`config.mk`:
```
export PLATFORM = sky130hd
export DESIGN_NAME = uart_rx_flow
export DESIGN_NICKNAME = d
export VERILOG_FILES = /design/src/rtl/urx_pkg.sv /design/src/rtl/urx_sync.sv /design/src/rtl/urx_sampler.sv /design/src/rtl/urx_holdreg.sv /design/src/rtl/uart_rx_flow.sv
export SDC_FILE = /design/constraint.sdc
export NUM_CORES = 1
export LEC_CHECK = 0
export BUFFER_PORTS_ARGS = -buffer_cell sky130_fd_sc_hd__buf_2
export CAP_MARGIN = 20
export CORE_ASPECT_RATIO = 0.75
export CORE_MARGIN = 4
export CORE_UTILIZATION = 62
export CTS_CLUSTER_SIZE = 24
export DETAILED_ROUTE_END_ITERATION = 16
export PLACE_DENSITY = 0.84
export SETUP_SLACK_MARGIN = 0.4
export SYNTH_ARGS = -nofsm -noshare
export SYNTH_HDL_FRONTEND = slang
export SYNTH_HIERARCHICAL = 1
export SYNTH_SLANG_ARGS = --single-unit
```
`constraint.sdc`:
```
create_clock -name clk -period 5.1 [get_ports clk]
set_input_delay 0.255 -clock clk [delete_from_list [all_inputs] [get_ports clk]]
set_output_delay 0.255 -clock clk [all_outputs]
set_load 0.1 [all_outputs]
```
`src/rtl/urx_pkg.sv`:
```
package urx_pkg;
  typedef enum logic [1:0] {
    RX_IDLE,
    RX_START,
    RX_DATA,
    RX_STOP
  } rx_state_t;

  typedef struct packed {
    logic frame;
    logic noise;
  } rx_err_t;
endpackage

```
`src/rtl/urx_sync.sv`:
```
module urx_sync #(
  parameter int STAGES = 2
) (
  input  logic clk,
  input  logic rst,
  input  logic d_i,
  output logic q_o
);
  logic [STAGES-1:0] chain;

  always_ff @(posedge clk) begin
    if (rst) chain <= '1;
    else     chain <= {chain[STAGES-2:0], d_i};
  end

  assign q_o = chain[STAGES-1];
endmodule

```
`src/rtl/urx_sampler.sv`:
```
module urx_sampler
  import urx_pkg::*;
#(
  parameter int DATA_W = 8,
  parameter int OSR    = 16
) (
  input  logic              clk,
  input  logic              rst,
  input  logic              rx_s,
  input  logic              tick,
  output logic              done_o,
  output logic [DATA_W-1:0] byte_o,
  output rx_err_t           err_o
);
  localparam int CW = $clog2(OSR);
  localparam int BW = $clog2(DATA_W);
  localparam logic [CW-1:0] SMP_A = CW'(OSR/2 - 1);
  localparam logic [CW-1:0] SMP_B = CW'(OSR/2);
  localparam logic [CW-1:0] SMP_C = CW'(OSR/2 + 1);
  localparam logic [CW-1:0] LAST  = CW'(OSR - 1);
  localparam logic [BW-1:0] BLAST = BW'(DATA_W - 1);

  rx_state_t         state;
  logic [CW-1:0]     tcnt;
  logic [BW-1:0]     bidx;
  logic [1:0]        smp;
  logic [DATA_W-1:0] shreg;
  logic              noise;
  logic              maj, dis;

  always_comb begin
    maj = (smp[0] & smp[1]) | (smp[0] & rx_s) | (smp[1] & rx_s);
    dis = !((smp[0] == smp[1]) && (smp[1] == rx_s));
  end

  always_ff @(posedge clk) begin
    if (rst) begin
      state  <= RX_IDLE;
      tcnt   <= '0;
      bidx   <= '0;
      smp    <= '0;
      shreg  <= '0;
      noise  <= 1'b0;
      done_o <= 1'b0;
      byte_o <= '0;
      err_o  <= '0;
    end else begin
      done_o <= 1'b0;
      if (tick) begin
        if (state == RX_IDLE) begin
          if (!rx_s) begin
            state <= RX_START;
            tcnt  <= CW'(1);
            noise <= 1'b0;
          end
        end else begin
          tcnt <= (tcnt == LAST) ? '0 : tcnt + 1'b1;
          if (tcnt == SMP_A) smp[0] <= rx_s;
          if (tcnt == SMP_B) smp[1] <= rx_s;
          if (tcnt == SMP_C) begin
            case (state)
              RX_START: begin
                if (maj) state <= RX_IDLE;
                else     noise <= noise | dis;
              end
              RX_DATA: begin
                shreg <= {maj, shreg[DATA_W-1:1]};
                noise <= noise | dis;
              end
              RX_STOP: begin
                done_o      <= 1'b1;
                byte_o      <= shreg;
                err_o.frame <= !maj;
                err_o.noise <= noise | dis;
                state       <= RX_IDLE;
              end
              default: state <= RX_IDLE;
            endcase
          end
          if (tcnt == LAST) begin
            if (state == RX_START) begin
              state <= RX_DATA;
              bidx  <= '0;
            end else if (state == RX_DATA) begin
              if (bidx == BLAST) state <= RX_STOP;
              else               bidx  <= bidx + 1'b1;
            end
          end
        end
      end
    end
  end


  glitch_abort_chk: assert property (@(posedge clk) disable iff (rst)
    (state == RX_START && tick && tcnt == SMP_C && smp == 2'b11 && rx_s)
      |=> state == RX_IDLE);


  done_pulse_chk: assert property (@(posedge clk) disable iff (rst)
    done_o |=> !done_o);
endmodule

```
`src/rtl/urx_holdreg.sv`:
```
module urx_holdreg
  import urx_pkg::*;
#(
  parameter int DATA_W = 8
) (
  input  logic              clk,
  input  logic              rst,
  input  logic              done_i,
  input  logic [DATA_W-1:0] byte_i,
  input  rx_err_t           err_i,
  input  logic              rd_i,
  input  logic              rts_en_i,
  input  logic              rdy_ie_i,
  input  logic              err_ie_i,
  input  logic              dma_en_i,
  output logic [DATA_W-1:0] data_o,
  output logic              rdy_o,
  output logic              fe_o,
  output logic              nf_o,
  output logic              ore_o,
  output logic              rts_n_o,
  output logic              irq_o,
  output logic              dma_req_o
);
  logic [DATA_W-1:0] data_n;
  logic              rdy_n, fe_n, nf_n, ore_n;

  always_comb begin
    data_n = data_o;
    rdy_n  = rdy_o;
    fe_n   = fe_o;
    nf_n   = nf_o;
    ore_n  = ore_o;
    if (rd_i && rdy_o) begin
      rdy_n = 1'b0;
      fe_n  = 1'b0;
      nf_n  = 1'b0;
      ore_n = 1'b0;
    end
    if (done_i) begin
      if (rdy_n) begin
        ore_n = 1'b1;
      end else begin
        data_n = byte_i;
        rdy_n  = 1'b1;
        fe_n   = err_i.frame;
        nf_n   = err_i.noise;
      end
    end
  end

  always_ff @(posedge clk) begin
    if (rst) begin
      data_o    <= '0;
      rdy_o     <= 1'b0;
      fe_o      <= 1'b0;
      nf_o      <= 1'b0;
      ore_o     <= 1'b0;
      rts_n_o   <= 1'b1;
      irq_o     <= 1'b0;
      dma_req_o <= 1'b0;
    end else begin
      data_o    <= data_n;
      rdy_o     <= rdy_n;
      fe_o      <= fe_n;
      nf_o      <= nf_n;
      ore_o     <= ore_n;
      rts_n_o   <= !rts_en_i || rdy_n;
      irq_o     <= (rdy_n && rdy_ie_i && !dma_en_i) ||
                   (err_ie_i && (fe_n || nf_n || ore_n));
      dma_req_o <= rdy_n && dma_en_i;
    end
  end


  ovr_needs_data_chk: assert property (@(posedge clk) disable iff (rst)
    ore_o |-> rdy_o);


  ovr_keep_chk: assert property (@(posedge clk) disable iff (rst)
    (rdy_o && done_i && !rd_i) |=> ($stable(data_o) && ore_o));


  read_clear_chk: assert property (@(posedge clk) disable iff (rst)
    (rd_i && rdy_o && !done_i) |=> (!rdy_o && !fe_o && !nf_o && !ore_o));


  rts_level_chk: assert property (@(posedge clk) disable iff (rst)
    !$past(rst) |-> (rts_n_o == (!$past(rts_en_i) || rdy_o)));


  dma_needs_data_chk: assert property (@(posedge clk) disable iff (rst)
    dma_req_o |-> rdy_o);


  dma_masks_rdy_irq_chk: assert property (@(posedge clk) disable iff (rst)
    (!$past(rst) && $past(dma_en_i) && !$past(err_ie_i)) |-> !irq_o);
endmodule

```
`src/rtl/uart_rx_flow.sv`:
```
module uart_rx_flow
  import urx_pkg::*;
#(
  parameter int DATA_W      = 8,
  parameter int OSR         = 16,
  parameter int SYNC_STAGES = 2
) (
  input  logic              clk,
  input  logic              rst,
  input  logic              rx_i,
  input  logic              os_tick_i,
  input  logic              rd_i,
  input  logic              rts_en_i,
  input  logic              rdy_ie_i,
  input  logic              err_ie_i,
  input  logic              dma_en_i,
  output logic [DATA_W-1:0] rx_data_o,
  output logic              rdy_o,
  output logic              fe_o,
  output logic              nf_o,
  output logic              ore_o,
  output logic              rts_n_o,
  output logic              irq_o,
  output logic              dma_req_o
);
  logic              rx_s;
  logic              done;
  logic [DATA_W-1:0] rx_byte;
  rx_err_t           rx_err;

  urx_sync #(.STAGES(SYNC_STAGES)) u_sync (
    .clk (clk),
    .rst (rst),
    .d_i (rx_i),
    .q_o (rx_s)
  );

  urx_sampler #(.DATA_W(DATA_W), .OSR(OSR)) u_smp (
    .clk    (clk),
    .rst    (rst),
    .rx_s   (rx_s),
    .tick   (os_tick_i),
    .done_o (done),
    .byte_o (rx_byte),
    .err_o  (rx_err)
  );

  urx_holdreg #(.DATA_W(DATA_W)) u_hold (
    .clk       (clk),
    .rst       (rst),
    .done_i    (done),
    .byte_i    (rx_byte),
    .err_i     (rx_err),
    .rd_i      (rd_i),
    .rts_en_i  (rts_en_i),
    .rdy_ie_i  (rdy_ie_i),
    .err_ie_i  (err_ie_i),
    .dma_en_i  (dma_en_i),
    .data_o    (rx_data_o),
    .rdy_o     (rdy_o),
    .fe_o      (fe_o),
    .nf_o      (nf_o),
    .ore_o     (ore_o),
    .rts_n_o   (rts_n_o),
    .irq_o     (irq_o),
    .dma_req_o (dma_req_o)
  );
endmodule

```
[Word level (Yosys, flattened, before mapping)]
Index checks and enable logic that the tools add are counted.
Word-level totals
  register bits after elaboration: 48
  word-level logic and storage cells: 104
Cells by class
  add/sub/neg operators: 2
  equal/unequal tests: 13
  multiplexer cells: 32
  bitwise logic cells: 10
  reductions and logical operators: 27
Operators by type and width (number)
  $mux W1: 16
  $mux W2: 8
  $eq A4 B4 Y1 const B: 3
  $mux W4: 3
  $reduce_and A5 Y1: 2
  $mux W3: 3
  $reduce_and A4 Y1: 2
  $logic_and A1 B1 Y1: 6
  $reduce_and A3 Y1: 2
  $add A4 B1 Y4 const B: 1
  $eq A2 B2 Y1 const B: 2
  $eq A4 B3 Y1 const B: 1
  $logic_not A1 Y1: 4
  $logic_or A1 B1 Y1: 4
  $not A1 Y1: 4
  $pmux W2 S2: 1
  $reduce_and A2 Y1: 2
  $reduce_bool A2 Y1: 2
  $reduce_or A4 Y1: 1
  $add A3 B1 Y3 const B: 1
  $and A1 B1 Y1: 3
  $eq A3 B3 Y1 const B: 1
  $ne A3 B3 Y1 const B: 1
  $or A1 B1 Y1: 3
  other kinds (7): 8

[Longest topological paths before layout]
Gate-level depths: netlist (run 1).
  depth in word-level cells: 11
  gate-level depth with buffers: 8

[By module]
The synthesis (run 1) kept the hierarchy.
By module, submodules not included
  urx_sampler: instances 1, cells an instance 167, area each 1639.1 um2, sequential area each 620.6 um2
  urx_holdreg: instances 1, cells an instance 71, area each 630.6 um2, sequential area each 300.3 um2
  urx_sync: instances 1, cells an instance 4, area each 52.6 um2, sequential area each 40.0 um2

[Worst setup path after synthesis (run 1)]
OpenSTA, ideal clock, no wires.
  kind: register -> register
  start point: register u_smp.state[0]
  end point: register u_smp.bidx[0]
  setup time: 0.121 ns
  arrival time: 1.679 ns
  path slack: 3.300 ns
  stages on the path, launching flop included: 8
  clock period less this slack: 1.800 ns
  path through: dfxtp_1 -> inv_1 -> ha_1 -> buf_6 -> nand2b_4 -> buf_6 -> nor4b_4 -> mux2_4
Between the ends
  word-level cells in the longest chain between the ends: 3
RTL lines
  from (decl): line urx_sampler.sv:23  | rx_state_t state;
  from (signal assigned): line urx_sampler.sv:38  | state <= RX_IDLE;
  from (signal assigned): line urx_sampler.sv:52  | state <= RX_START;
  from (signal assigned): line urx_sampler.sv:63  | if (maj) state <= RX_IDLE;
  $eq A2 B1 Y1, or another cell as far along: line urx_sampler.sv:81  | if (state == RX_START) begin
  $ne A2 B1 Y1 (no source line), or another cell as far along
  $reduce_and A5 Y1 (no source line)
  to (signal assigned): line urx_sampler.sv:86  | else bidx <= bidx + 1'b1;
  to (decl): line urx_sampler.sv:25  | logic [BW-1:0] bidx;
Several ways; a longest one is shown, not always the timed one.
A chain may end at the register's enable or synchronous reset.

[Final worst setup path (run 1)]
  start point: register u_smp.state[1]
  end point: register u_smp.byte_o[2]
Between the ends
  word-level cells in the longest chain between the ends: 3
RTL lines
  $logic_not A2 Y1: line urx_sampler.sv:50  | if (state == RX_IDLE) begin
  $not A1 Y1 (no source line)
  $reduce_and A4 Y1 (no source line) (*)
  to (signal assigned): line urx_sampler.sv:72  | byte_o <= shreg;
  to (decl): line urx_sampler.sv:12  | output logic [DATA_W-1:0] byte_o,
Every way passes the cells marked *; elsewhere a longest branch is shown, timed or not.

==> results by group, run 1 <==
Setup path
  • CP max FO: 10
  • Critical Path Sink Type: register
  • Setup CP Type: register to register
  • CP peak stage delay: 520 ps
  • Critical path arrival: 2300 ps
  • WP data required: 5330 ps
  • Number of cells on the critical path: 5
  • Worst-case reg-to-reg path depth: 5
  • Startpoint type of the worst setup path: register
  • Critical path's top delay family: simple AND/OR/NAND/NOR gates
  • Buf/Inv on CP: 1
  • Critical-path cell list: inv_1, ha_1, and2b_1, and3_1, mux2i_1
  • Critical-path top delay cell: and3_1

Power and ir drop
  • Max IR drop VDD: 0.218 mV
  • Cell Pwr Density: 297 nW/um2
  • Total Power: 0.000744 W
  • Leak: 0.984 nW
  • Pint: 0.000560 W
  • Reg power frac: 52.0%
  • Clk pwr share: 37.3%
  • Psw: 0.000184 W
  • Combinational share of power: 10.7%
  • Sw Share: 24.7%

Clock tree
  • Setup Fix Bufs, Post-CTS: 0
  • # hold bufs at CTS: 0
  • Sink Count: 48
  • Post-CTS Resized: 0
  • CTS max path bufs: 2
  • Root Driver: clkbuf_8
  • H-tree depth: 2
  • Clk pin slew, worst setup/hold paths: 90 ps
  • CTS tree: done
  • Total CTS buffers: 5
  • Clk_lat worst skew: 300 ps

Run status
  • Status: completed

Placed design
  • Port Buffers: 23
  • HPWL after DPL: 3.00 mm
  • Placer congestion estimate: 0.772

STA
  • Fin Clk Skew: 6.94 ps
  • Max-slew violation count: 0
  • Hold WS: 128 ps
  • Worst-Margin Slew: 771 ps
  • Fmax: 0.484 GHz
  • RSZ-0062 raised after global routing: no
  • Setup_tns: 0 ps
  • Final cycle utilization of the critical path: 40.5%
  • Min Tclk post-route: 2060 ps
  • Slew headroom: 48.6%
  • Final setup violation count: 0
  • Hold Violations, Final: 0

Floorplan
  • FP Rows: 18
  • Die area: 4800 um2
  • Die H: 61 um
  • Initial Utilization: 67.4%
  • Boundary Pins: 24
  • Die X: 78.7 um
  • Core area: 3450 um2

Synthesis
  • Cell type with the highest aggregate area in the netlist: dfxtp_1
  • Register area share after synthesis: 41.4%
  • Largest cells by area after synthesis: dfxtp_1 (41%), mux2i_1 (8.2%), ha_1 (6.5%)
  • Count leader, synth: dfxtp_1
  • Synth Warn #: 6
  • Synth top cells by count: dfxtp_1 (48), nand2b_1 (23), mux2i_1 (19)
  • Synth Cell Area: 2320 um2
  • Post-synth EDFFs: 0
  • Synth cell types: 52
  • Synth async-reset ratio: 0%
  • Top-area cell type share of the netlist area: 41.4%
  • Net count after synthesis: 263
  • Cells after Synth: 242
  • Main synth FF type: dfxtp_1
  • Mean Syn Cell Area: 9.60 um2
  • #FFs+latches synth: 48

Global routing
  • Vias in the first global route: 1628
  • Largest net degree at the start of global routing: 53
  • Total track usage: 19.3%
  • First-pass GRT wire length: 7.29 mm
  • Grt total ovfl: 0
  • Initial antenna violation count: 0

Drt
  • Antenna Nets Post-Route: 0
  • Total number of vias: 1740
  • Routed len/inst: 14.0 um
  • Initial DRC Count: 158
  • Drt total wl: 4.28 mm
  • Drc violations: 0
  • Pre-Repair DR Iteration Count: 4
  • Via density: 5.70

Hold path
  • Hold crit path type: primary input to register
  • WHS Path Cells: 2

Finish
  • Fillers: 279
  • Area growth from synthesis to layout: 7.97%
  • Layout cell share with drive strength beyond 1: 16.5%
  • ANT cells: 0
  • Layout Nets: 275

Run
  • Max Cap Viol: 0
layout make-up:
type                       count  area, um2  share of cell area (%)
multi-input combinational    166       1210                    48.5
sequential                    48        961                    38.3
timing repair buffer          23        115                    4.59
clock buffer                   5       68.8                    2.74
tap                           50       62.6                    2.50
clock inverter                 3       47.5                    1.90
inverter                      10       37.5                    1.50
power by group through the flow:
stage	combinational, W	sequential, W	clock, W
5_1_grt	0.0000882	0.000388	0.000300
3_5_place_dp	0.0000792	0.000396	0
4_1_cts	0.0000797	0.000387	0.000284
3_3_place_gp	0.0000775	0.000395	0
2_1_floorplan	0.0000676	0.000398	0
6_report	0.0000798	0.000387	0.000277
layer usage:
| layer | GRT usage [%] | share of wire, % |
|---|---|---|
| met1 | 24.9 | 49 |
| met2 | 32.2 | 45 |
| met3 | 5.49 | 5.2 |
| met4 | 5.49 | 0.65 |
| met5 | 0 | 0 |
worst reg2reg max path, delay by kind of cell, from the launching register on:
family / cells / cell delay, ps
flip-flops: 1 / 410
multiplexers: 1 / 250
AND/OR/NAND/NOR: 2 / 950
buffers and inverters: 1 / 100
adder cells (fa/ha/maj): 1 / 290
metrics by stage:
stage / setup slack, ps / utilization, % / cells / cell area [um2]
final: 3040 / 72.8 / 305 / 2510
after floorplan: 3300 / - / 242 / 2320
after CTS: 3040 / 72.8 / 305 / 2510
after global routing: 2870 / 72.8 / 305 / 2510
after detailed placement: 3070 / 69.4 / 297 / 2390
after global placement: 3150 / 69.4 / 297 / 2390
cell usage in the layout (no fill, tap or decap), types with 3 or more instances in the layout:
cell and instances:
a21oi_1 17, a31oi_1 3, buf_2 23, clkbuf_8 5
dfxtp_1 48, ha_1 12, inv_1 10, mux2i_1 19
nand2_1 8, nand2b_1 23, nand3_1 12, nand3b_1 4
nand4_1 3, nor2_1 5, nor2b_1 4, nor3_1 5
o21ai_0 7, o31ai_1 3, or3_1 3
path summary, 6_finish.rpt:
check        slack [ps]             from               to
max                3040   u_smp/state[1]  u_smp/byte_o[2]
min reg2reg         420  u_sync/chain[0]  u_sync/chain[1]
max reg2reg        3040   u_smp/state[1]  u_smp/byte_o[2]
min                 130         rts_en_i   u_hold/rts_n_o
sequential cells by signal, indices dropped and copies added, names as in the netlist, 2 cells and up:
| signal | flops |
|---|---|
| u_smp/smp | 2 |
| u_smp/err_o | 2 |
| u_smp/tcnt | 4 |
| u_smp/bidx | 3 |
| u_hold/data_o | 8 |
| u_smp/state | 2 |
| u_smp/byte_o | 8 |
| u_smp/shreg | 8 |
| u_sync/chain | 2 |
cells by family after synthesis:
logic type | count (synthesis) | share of synthesized area (%)
compound gates | 53 | 15.5
fa+ha+maj | 12 | 6.47
buf+inv | 28 | 6.30
flops | 48 | 41.4
mux | 20 | 8.84
simple gates | 81 | 21.5
Power figures use the tool's default switching activity.
==> inputs of run 2 (changes only) <==
--- a/config.mk
+++ b/config.mk
@@ -9,10 +9,10 @@
 export CAP_MARGIN = 20
 export CORE_ASPECT_RATIO = 0.75
 export CORE_MARGIN = 4
-export CORE_UTILIZATION = 62
+export CORE_UTILIZATION = 58
 export CTS_CLUSTER_SIZE = 24
 export DETAILED_ROUTE_END_ITERATION = 16
-export PLACE_DENSITY = 0.84
+export PLACE_DENSITY = 0.8
 export SETUP_SLACK_MARGIN = 0.4
 export SYNTH_ARGS = -nofsm -noshare
 export SYNTH_HDL_FRONTEND = slang
==> constraint.sdc (replaced) <==
create_clock -name clk -period 2.1 [get_ports clk]
set_input_delay 0.105 -clock clk [delete_from_list [all_inputs] [get_ports clk]]
set_output_delay 0.105 -clock clk [all_outputs]
set_load 0.1 [all_outputs]
==> results by group, run 2 (synthesis results as in run 1) <==
Placed design
  • DP Cell Count: 303
  • Placement Setup Slack: 313 ps
  • Placer congestion estimate: 0.826
  • Port Buffers: 23
  • Placed cell area: 2430 um2
  • HPWL after DPL: 3.08 mm

Floorplan
  • FP Rows: 19
  • Core area: 3760 um2
  • Boundary Pins: 24
  • Die X: 81.1 um
  • Die area: 5090 um2
  • Initial Utilization: 61.8%
  • Die H: 62.8 um

Power and ir drop
  • Leak: 1.02 nW
  • Total Power: 0.00195 W
  • Cell Pwr Density: 746 nW/um2
  • Max IR drop VDD: 0.460 mV

Drt
  • Total number of vias: 1776
  • Drc violations: 0
  • Antenna Nets Post-Route: 0
  • Routed len/inst: 14.4 um
  • Via density: 5.66
  • Initial DRC Count: 151
  • Drt total wl: 4.53 mm
  • Pre-Repair DR Iteration Count: 4

Clock tree
  • Root Driver: clkbuf_8
  • Sink Count: 48
  • Clk_lat worst skew: 300 ps
  • Total CTS buffers: 5
  • CTS tree: done
  • Clk pin slew, worst setup/hold paths: 90 ps
  • H-tree depth: 2
  • CTS max path bufs: 2

STA
  • RSZ-0062 raised after global routing: no
  • Fmax: 0.614 GHz
  • Worst-Margin Slew: 828 ps
  • Final cycle utilization of the critical path: 77.5%
  • Slew headroom: 44.8%
  • Final setup violation count: 0
  • Max-slew violation count: 0
  • Setup ws final: 472 ps
  • Hold Violations, Final: 0
  • Fin Clk Skew: 5.81 ps
  • Setup_tns: 0 ps
  • Min Tclk post-route: 1630 ps

Finish
  • ANT cells: 0
  • Layout cell share with drive strength beyond 1: 22.1%
  • Post-route design area: 2610 um2
  • Layout Nets: 282
  • Most frequent cells in the layout: dfxtp_1 (46), buf_2 (23), nand2b_1 (23)
  • Non-filler cells, final: 314
  • Area growth from synthesis to layout: 12.6%
  • Top Registers: u_hold/data_o: 8 flops, u_smp/byte_o: 8 flops, u_smp/shreg: 8 flops
  • Commonest non-fill, non-tap cell in the layout: dfxtp_1

Global routing
  • Initial antenna violation count: 0
  • Total track usage: 19.0%
  • Largest net degree at the start of global routing: 53
  • First-pass GRT wire length: 7.85 mm
  • Vias in the first global route: 1679
  • Grt total ovfl: 0

Setup path
  • Startpoint type of the worst setup path: register
  • WP data required: 2290 ps
  • Setup CP Type: register to register
  • CP max FO: 3
  • Critical Path Sink Type: register
  • Critical path arrival: 1820 ps

Run status
  • Status: completed

Hold path
  • Hold crit path type: primary input to register

Run
  • Max Cap Viol: 0
## run 2: cell types whose count changed in the layout (fill, tap and decap cells not counted), sizes merged
cell	delta
buf	+5
bufinv	+1
clkinv	-2
dlygate4sd3	+2
inv	+1
## run 2: worst max-delay path: stages (launching register included)
cell	delay [ps]
dfxtp_1	340
ha_1	200
ha_2	180
nor2b_2	170
nor4b_4	320
mux2_4	330
## run 2: per-stage QoR
step / utilization (%) / hold slack (ps)
floorplan: - / 171
global placement: 64.6 / 285
detailed placement: 64.6 / 286
CTS: 69.0 / 19.5
global route: 69.6 / 28.8
finish: 69.6 / 23.4
## run 2: final timing paths
kind                                       from                to  slack [ps]  cells past startpoint
worst max register to register    u_smp/bidx[0]     u_smp/bidx[0]         470                      5
worst max-delay path              u_smp/bidx[0]     u_smp/bidx[0]         470                      5
worst min register to register  u_sync/chain[0]   u_sync/chain[1]         430                      1
worst min-delay path                   dma_en_i  u_hold/dma_req_o          20                      2
## run 2: layout make-up
cell class / count / area (um2)
Clock buffer: 5 / 68.8
Clock inverter: 3 / 68.8
Fill cell: 310 / 1140
Timing Repair Buffer: 30 / 173
Sequential cell: 48 / 963
Inverter: 10 / 37.5
Multi-Input combinational cell: 166 / 1240
Tap cell: 52 / 65.1
## run 2: power breakdown
group,switching (W),leakage [nW],internal [W]
logic,0.000130,0.567,0.0000928
registers,0.0000147,0.389,0.000927
clock network,0.000307,0.0687,0.000479
## run 2: per-layer routing
layer | GRT usage [%] | up-vias | wire, um
met2 | 30.3 | 41 | 2120
li1 | - | 894 | -
met1 | 26.0 | 837 | 2210
met3 | 4.03 | 4 | 177
met4 | 4.85 | 0 | 22
met5 | 0 | - | 0
## run 2: timing repair
item | CTS | global route
pin swaps | 1 | 1
setup endpoints to repair | 8 | 15
buffers inserted | 1 | 0
hold buffers | 2 | 0
endpoints found under the hold margin | 2 | 0
resized for setup | 1 | 7
==> inputs of run 3 (changes only) <==
==> constraint.sdc (replaced) <==
create_clock -name clk -period 1.55 [get_ports clk]
set_input_delay 0.0775 -clock clk [delete_from_list [all_inputs] [get_ports clk]]
set_output_delay 0.0775 -clock clk [all_outputs]
set_load 0.1 [all_outputs]
==> results by group, run 3 (synthesis results as in run 1) <==
Power and ir drop
  • Cell Pwr Density: 886 nW/um2
  • Leak: 1.26 nW
  • Max IR drop VDD: 0.705 mV

Drt
  • Pre-Repair DR Iteration Count: 5
  • Antenna Nets Post-Route: 0
  • Drt total wl: 7.29 mm
  • Top Metal Used: met4
  • Drc violations: 0
  • Initial DRC Count: 269
  • Total number of vias: 2213
  • Wire length on met3: 505 um
  • Via density: 6.29
  • Met2 WL: 3.59 mm
  • Routed len/inst: 20.7 um
  • Met1 wire length: 2.97 mm

Clock tree
  • Clk_lat worst skew: 320 ps
  • Root Driver: clkbuf_8
  • Sink Count: 48
  • Clk pin slew, worst setup/hold paths: 90 ps
  • CTS max path bufs: 2
  • Total CTS buffers: 5
  • H-tree depth: 2
  • CTS tree: done

Finish
  • Area growth from synthesis to layout: 42.1%
  • Post-route design area: 3300 um2
  • Non-filler cells, final: 352
  • Commonest non-fill, non-tap cell in the layout: buf_4
  • Layout Nets: 320
  • Most frequent cells in the layout: buf_4 (29), dfxtp_1 (24), nand2b_1 (23)
  • Layout cell share with drive strength beyond 1: 50.3%
  • Top Registers: u_hold/data_o: 8 flops, u_smp/byte_o: 8 flops, u_smp/shreg: 8 flops
  • Fillers: 164
  • ANT cells: 0

Placed design
  • Placed cell area: 2610 um2
  • Port Buffers: 23
  • DP Cell Count: 319
  • HPWL after DPL: 3.42 mm
  • Placer congestion estimate: 0.772

Hold path
  • Hold crit path type: primary input to register

STA
  • Hold Violations, Final: 0
  • Final cycle utilization of the critical path: 98.1%
  • Fin Clk Skew: 4.66 ps
  • Setup_tns: 0 ps
  • Max-slew violation count: 0
  • RSZ-0062 raised after global routing: yes
  • Final setup violation count: 0
  • Worst-Margin Slew: 570 ps
  • Fmax: 0.658 GHz
  • Min Tclk post-route: 1520 ps
  • Slew headroom: 62.0%

Floorplan
  • Die X: 81.1 um
  • FP Rows: 19
  • Core area: 3760 um2
  • Die area: 5090 um2
  • Die H: 62.8 um
  • Initial Utilization: 61.8%
  • Boundary Pins: 24

Setup path
  • Critical Path Sink Type: register
  • Critical path arrival: 1730 ps
  • CP max FO: 4
  • Setup CP Type: register to register
  • Startpoint type of the worst setup path: register
  • WP data required: 1760 ps

Run status
  • Status: completed

Global routing
  • First-pass GRT wire length: 10.2 mm
  • Vias in the first global route: 2082
  • Total track usage: 25.7%
  • Initial antenna violation count: 0
  • Grt total ovfl: 0
  • Largest net degree at the start of global routing: 28

Run
  • Max Cap Viol: 0
-- run 3: changes by cell type in the layout (fill, tap and decap cells not counted), sizes merged --
cell,previous run,this run
inv,11,12
bufinv,2,1
dlygate4sd3,2,3
clkbuf,5,13
nand2b,24,25
buf,28,56
-- run 3: timing repair --
action | CTS | global route
hold buffers | 3 | 0
setup buffers | 12 | 8
gates resized for setup | 66 | 40
endpoints found under the hold margin | 3 | 0
cloned | 2 | 0
pin swaps | 23 | 19
setup endpoints to repair | 40 | 41
-- run 3: metrics by stage --
stage	power (W)	hold WS, ps	setup slack, ps	utilization [%]
3_3_place_gp	0.00162	261	-6.12	69.5
6_report	0.00292	74.0	29.2	87.9
3_5_place_dp	0.00164	263	-24.9	69.5
2_1_floorplan	0.00155	135	-97.9	-
5_1_grt	0.00300	113	-26.5	87.9
4_1_cts	0.00273	71.1	70.9	82.1
-- run 3: area by class of cell --
class,count,area [um2],share of cell area (%)
multi-input cells,167,1510,45.9
flip-flops and latches,48,1010,30.7
repair buffers,67,547,16.6
clock buffers,5,68.8,2.08
well taps,52,65.1,1.97
inverters,10,47.5,1.44
clock inverters,3,45.0,1.36
-- run 3: final timing paths --
kind / startpoint / to / slack [ps] / depth (start not counted)
min: rdy_ie_i / u_hold/irq_o / 70 / 3
min reg2reg: u_sync/chain[0] / u_sync/chain[1] / 420 / 1
max reg2reg: u_smp/state[0] / u_smp/state[0] / 30 / 8
max: u_smp/state[0] / u_smp/state[0] / 30 / 8
-- run 3: critical path, cell delays in order (launching register included) --
cell and delay, ps:
dfxtp_4 380, inv_4 40, buf_4 130, buf_6 120, ha_4 170, buf_6 130
nand2_2 60, o211ai_1 100, a32o_2 270
-- run 3: per-layer routing --
| layer | global-route usage, % | up-vias |
|---|---|---|
| li1 | - | 978 |
| met1 | 32.9 | 1077 |
| met2 | 42.4 | 133 |
| met3 | 5.33 | 25 |
| met4 | 9.28 | 0 |
| met5 | 0 | - |
-- run 3: power by group --
part	switching, W	internal (W)	leakage, nW
clock network	0.000473	0.000488	0.0591
logic	0.000323	0.000358	0.801
registers	0.0000321	0.00125	0.402
total	0.000827	0.00210	1.26
